## src/rtl/rstreq_pkg.sv

```systemverilog
package rstreq_pkg;
  localparam int SR_POS    = 0;
  localparam int CR_POS    = 1;
  localparam int MFCAP_POS = 1;
  localparam int CAUSE_POS = 0;

  typedef struct packed {
    logic cr;
    logic sr;
  } req_t;

  typedef struct packed {
    logic host_wr;
    logic host_rd;
    logic lcl_rd;
    logic cause_rd;
    logic cause_wr;
  } hit_t;
endpackage

```

## src/rtl/rstreq_decode.sv

```systemverilog
module rstreq_decode #(
  parameter int          ADDR_W    = 16,
  parameter logic [15:0] HOST_OFS  = 16'h0038,
  parameter logic [15:0] LCL_OFS   = 16'h4038,
  parameter logic [15:0] CAUSE_OFS = 16'h403C
) (
  input  logic              host_sel,
  input  logic              host_wr,
  input  logic [ADDR_W-1:0] host_addr,
  input  logic              lcl_rd,
  input  logic              lcl_wr,
  input  logic [ADDR_W-1:0] lcl_addr,
  output rstreq_pkg::hit_t  hit
);
  logic host_match, lcl_match, cause_match;

  assign host_match  = (host_addr == HOST_OFS[ADDR_W-1:0]);
  assign lcl_match   = (lcl_addr == LCL_OFS[ADDR_W-1:0]);
  assign cause_match = (lcl_addr == CAUSE_OFS[ADDR_W-1:0]);

  always_comb begin
    hit.host_wr  = host_sel & host_wr & host_match;
    hit.host_rd  = host_sel & ~host_wr & host_match;
    hit.lcl_rd   = lcl_rd & lcl_match;
    hit.cause_rd = lcl_rd & cause_match;
    hit.cause_wr = lcl_wr & cause_match;
  end
endmodule

```

## src/rtl/rstreq_bits.sv

```systemverilog
module rstreq_bits (
  input  logic              clk,
  input  logic              rst_n,
  input  logic              wr_hit,
  input  rstreq_pkg::req_t  wbits,
  input  logic              mf_cap,
  input  logic              rd_clr,
  input  logic              busy,
  output rstreq_pkg::req_t  q,
  output logic              start_rst
);
  logic both;

  assign both      = wbits.sr & wbits.cr & mf_cap;
  assign start_rst = wr_hit & ~busy & both;

  always_ff @(posedge clk) begin
    if (!rst_n || busy) begin
      q <= '0;
    end else if (wr_hit) begin
      if (both) begin
        q <= '0;
      end else begin
        q.sr <= wbits.sr;
        q.cr <= wbits.cr & mf_cap;
      end
    end else if (rd_clr) begin
      q <= '0;
    end
  end
endmodule

```

## src/rtl/rstreq_busrst.sv

```systemverilog
module rstreq_busrst #(
  parameter int PULSE_CYCLES = 16
) (
  input  logic clk,
  input  logic rst_n,
  input  logic start,
  input  logic cause_clr,
  output logic busy,
  output logic cause_q
);
  localparam int CNT_W = $clog2(PULSE_CYCLES + 1);

  logic [CNT_W-1:0] cnt;

  assign busy = (cnt != '0);

  always_ff @(posedge clk) begin
    if (!rst_n) begin
      cnt <= '0;
    end else if (start) begin
      cnt <= CNT_W'(PULSE_CYCLES);
    end else if (busy) begin
      cnt <= cnt - 1'b1;
    end
  end

  always_ff @(posedge clk) begin
    if (!rst_n) begin
      cause_q <= 1'b0;
    end else if (start) begin
      cause_q <= 1'b1;
    end else if (cause_clr) begin
      cause_q <= 1'b0;
    end
  end
endmodule

```

## src/rtl/host_rst_req_reg.sv

```systemverilog
module host_rst_req_reg #(
  parameter int          DATA_W       = 32,
  parameter int          ADDR_W       = 16,
  parameter int          PULSE_CYCLES = 16,
  parameter logic [15:0] HOST_OFS     = 16'h0038,
  parameter logic [15:0] LCL_OFS      = 16'h4038,
  parameter logic [15:0] CAUSE_OFS    = 16'h403C
) (
  input  logic              clk,
  input  logic              rst_n,
  input  logic              host_sel,
  input  logic              host_wr,
  input  logic [ADDR_W-1:0] host_addr,
  input  logic [DATA_W-1:0] host_wdata,
  output logic [DATA_W-1:0] host_rdata,
  input  logic              lcl_rd,
  input  logic              lcl_wr,
  input  logic [ADDR_W-1:0] lcl_addr,
  input  logic [DATA_W-1:0] lcl_wdata,
  output logic [DATA_W-1:0] lcl_rdata,
  input  logic [DATA_W-1:0] ob_reset_ctrl,
  output logic              irq_out,
  output logic              ibus_rst_out
);
  import rstreq_pkg::*;

  localparam int PAD_W = DATA_W - 2;

  hit_t hit;
  req_t wbits;
  req_t req_q;
  logic mf_cap, start_rst, busy, cause_q, cause_clr;
  logic unused_bits;

  assign wbits.sr    = host_wdata[SR_POS];
  assign wbits.cr    = host_wdata[CR_POS];
  assign mf_cap      = ob_reset_ctrl[MFCAP_POS];
  assign cause_clr   = hit.cause_wr & lcl_wdata[CAUSE_POS];
  assign unused_bits = ^{host_wdata, lcl_wdata, ob_reset_ctrl};

  rstreq_decode #(
    .ADDR_W(ADDR_W), .HOST_OFS(HOST_OFS), .LCL_OFS(LCL_OFS), .CAUSE_OFS(CAUSE_OFS)
  ) u_decode (
    .host_sel(host_sel), .host_wr(host_wr), .host_addr(host_addr),
    .lcl_rd(lcl_rd), .lcl_wr(lcl_wr), .lcl_addr(lcl_addr), .hit(hit)
  );

  rstreq_bits u_bits (
    .clk(clk), .rst_n(rst_n), .wr_hit(hit.host_wr), .wbits(wbits),
    .mf_cap(mf_cap), .rd_clr(hit.lcl_rd), .busy(busy),
    .q(req_q), .start_rst(start_rst)
  );

  rstreq_busrst #(.PULSE_CYCLES(PULSE_CYCLES)) u_busrst (
    .clk(clk), .rst_n(rst_n), .start(start_rst), .cause_clr(cause_clr),
    .busy(busy), .cause_q(cause_q)
  );

  always_comb begin
    host_rdata = '0;
    if (hit.host_rd) host_rdata = {{PAD_W{1'b0}}, req_q};
  end

  always_comb begin
    lcl_rdata = '0;
    if (hit.lcl_rd)        lcl_rdata = {{PAD_W{1'b0}}, req_q};
    else if (hit.cause_rd) lcl_rdata[CAUSE_POS] = cause_q;
  end

  assign irq_out      = req_q.sr | req_q.cr;
  assign ibus_rst_out = busy;
endmodule

```

## config.mk

```make
export PLATFORM = sky130hd
export DESIGN_NAME = host_rst_req_reg
export DESIGN_NICKNAME = d
export VERILOG_FILES = /design/src/rtl/rstreq_pkg.sv /design/src/rtl/rstreq_decode.sv /design/src/rtl/rstreq_bits.sv /design/src/rtl/rstreq_busrst.sv /design/src/rtl/host_rst_req_reg.sv
export SDC_FILE = /design/constraint.sdc
export NUM_CORES = 1
export LEC_CHECK = 0
export ABC_AREA = 0
export BUFFER_PORTS_ARGS = -buffer_cell sky130_fd_sc_hd__buf_4
export CAP_MARGIN = 20
export CORE_MARGIN = 10
export CORE_UTILIZATION = 25
export DETAILED_ROUTE_END_ITERATION = 10
export MAX_ROUTING_LAYER = met4
export PLACE_DENSITY = 0.8
export SLEW_MARGIN = 30
export SYNTH_ARGS = -nofsm -noshare
export SYNTH_HDL_FRONTEND = slang
export SYNTH_HIERARCHICAL = 1
export SYNTH_SLANG_ARGS = --single-unit
```

## constraint.sdc

```tcl
create_clock -name clk -period 2.6 [get_ports clk]
set_input_delay 0.13 -clock clk [delete_from_list [all_inputs] [get_ports clk]]
set_output_delay 0.13 -clock clk [all_outputs]
set_load 0.1 [all_outputs]
```

==> results.yml <==
status:
  outcome: "completed"
final_layout:
  area_growth_pct: 21.3
  insertedDiodeCount: 0
  nets: 312
  drive_gt1_share_pct: 34.3
min_path:
  hold_path.class: "input port to flop"
clock_tree:
  clk_pin_slew_ns: 0.04
  ctsResizeCount: 0
  cts_root_buffer: "clkbuf_8"
  cts-buffers-inserted: 3
  ctsLongestPathBuffers: 2
  cts_tree: "done"
  cts_setup_buffers: 0
  h-tree-depth: 1
  clock-sinks: 8
  clkLatencyLatePin_ns: 0.22
  postCtsHoldBufs: 0
critical_path:
  worstSetupPathType: "flop to flop"
  path_cells: "inv_1 -> ha_1 -> or4b_4 -> nor3_1 -> nand2b_1 -> nand2b_1 -> nor2_1"
  crit_family: "simple AND/OR/NAND/NOR gates"
  path_max_fanout: 7
  slowest_delay_ns: 0.53
  cp.arrival_ns: 2.10
  cp_slowest_cell: "or4b_4"
  crit_required_ns: 2.72
  critPathLaunchType: "flop"
  end_kind: "flop"
  crit_buf_inv: 1
  path_common_cell: "nand2b_1"
power:
  p_leak_nw: 0.619
  irDropWorstVdd_uv: 219
  powerDensity_mw_per_mm2: 863
  p_sw_share_pct: 61.4
  p_seq_share_pct: 16.9
  p_total_w: 0.00106
  clockPowerShare_pct: 13.7
  p_int_w: 0.000410
  power.share.combinational_pct: 69.4
  p_switching_w: 0.000653
synth:
  post_synth.cell_area_avg_sq_um: 7.99
  synthArstFlopShare_pct: 0
  synth_cell_types: 31
  yosys.area.top_type: "buf_4"
  synth_top_area_share_pct: 44.4
  synth_ff_type: "dfxtp_1"
  synth_area_sq_mm: 0.00101
  yosys_warnings: 6
  synth_edf_count: 0
  ys_ff_latch: 8
  syn_inst: 127
  synth.area.top_cells: "buf_4 (44%), dfxtp_1 (16%), nand2_1 (3.3%), nor2_1 (3.3%), nor4b_2 (3.0%)"
  synth_seq_area_share_pct: 15.8
die:
  fp-row-count: 23
  die_height_um: 83.7
  die_x_um: 83.7
  initial_core_util_pct: 25.6
  io_pins: 200
  dieArea_sq_mm: 0.00701
  core_sq_mm: 0.00397
flow_run:
  drv_cap: 0
timing:
  max_freq_mhz: 504
  fin_skew_ns: 0.000801
  slew_violations: 0
  post-route-min-period_ns: 1.98
  rsz0062_at_grt: "no"
  final.period_utilization_pct: 76.3
  setup_viol: 0
  hold_violations: 0
  final.setup.tns_ns: 0
global_route:
  grt_max_degree: 8
  grt_overflow: 0
  grt_pass1_wl_um: 4000
  grt_usage_pct: 7.07
  antenna_found_initial: 0
  grt_pass1_vias: 863
drt:
  drc_errors: 0
  first_pass_iters: 6
  routed_wl_um: 2690
  via_per_inst: 3.54
  wire_per_inst_um: 11.9
  postRouteAntennaNets: 0
  drt_iter0_drc: 16
  num_vias: 796
place:
  dp_hpwl_um: 2510
  gp_congestion: 0.686
  numPortBuffers: 47
## routing by layer
layer / vias up / GRT usage, % / wire (um)
li1: 391 / - / -
met1: 342 / 6.41 / 900
met2: 61 / 12.1 / 1440
met3: 2 / 2.83 / 316
met4: 0 / 4.57 / 34
met5: - / - / 0
## kinds of logic after synthesis
family	share of synthesized area, %
AOI/OAI and AO/OA	4.69
xor gates and xnor gates	2.59
adders and majority gates	1.23
buffers and inverters	46.2
DFF	15.8
other	0.370
and+or+nand+nor	29.1
## final cells by class
| type | count | area, sq um |
|---|---|---|
| multi-input cells | 115 | 607 |
| flip-flops and latches | 8 | 160 |
| well taps | 50 | 62.6 |
| inverters | 2 | 7.51 |
| clock buffers | 3 | 41.3 |
| fillers | 452 | 2740 |
| repair buffers | 47 | 353 |
## Yosys cell counts, types with 3 or more instances
| master | number |
|---|---|
| dfxtp_1 | 8 |
| and2_1 | 3 |
| buf_4 | 60 |
| nand2_1 | 9 |
| xnor2_1 | 3 |
| nor2_1 | 9 |
| nand2b_1 | 3 |
## path summary, 6_finish.rpt
check,from,to,slack (ns),cells after the start
worst min-delay path,rst_n,u_busrst/cause_q,0.14,2
worst min register to register,u_bits/q[1],u_bits/q[1],0.48,2
worst max register to register,u_busrst/cnt[0],u_busrst/cnt[2],0.62,7
worst max-delay path,u_busrst/cnt[0],u_busrst/cnt[2],0.62,7
## placed cells by master, fill, tap and decap left out, types with 2 or more instances in the layout
cell       n
and2_1     3
dfxtp_1    8
nand4b_1   2
nor3b_1    2
nor4_1     2
buf_4     47
nor3_1     2
nor2b_1    2
clkbuf_8   3
nand2b_1   3
xnor2_1    3
nor2_1     9
nor3b_2    2
conb_1    60
nor4b_2    2
inv_1      2
nand2_1    9
## state kept, by name, summed over array words and instances, names as in the netlist
register          count
u_busrst/cause_q      1
u_bits/q              2
u_busrst/cnt          5
## through the flow
stage               std cells  hold slack (ns)  util (%)  setup slack (ns)  instance area (sq um)
floorplan                 186            0.248         -             0.408                   1240
global placement          222            0.370      30.0             0.666                   1190
detailed placement        222            0.374      30.0             0.619                   1190
finish                    225            0.142      31.0             0.616                   1230
global route              225            0.163      31.0             0.411                   1230
CTS                       225            0.140      31.0             0.606                   1230
## worst reg2reg max path, cell delays in order, from the launching register on
cell      delay [ns]
dfxtp_1         0.32
inv_1           0.06
ha_1            0.18
or4b_4          0.53
nor3_1          0.36
nand2b_1        0.22
nand2b_1        0.15
nor2_1          0.05
## power groups by stage
stage / Clock (W) / Combinational (W) / Sequential (W)
3_3_place_gp: 0 / 0.000729 / 0.000180
3_5_place_dp: 0 / 0.000740 / 0.000181
2_1_floorplan: 0 / 0.000742 / 0.000175
4_1_cts: 0.000151 / 0.000740 / 0.000179
6_report: 0.000146 / 0.000738 / 0.000179
5_1_grt: 0.000154 / 0.000779 / 0.000184
Power figures use the tool's default switching activity.
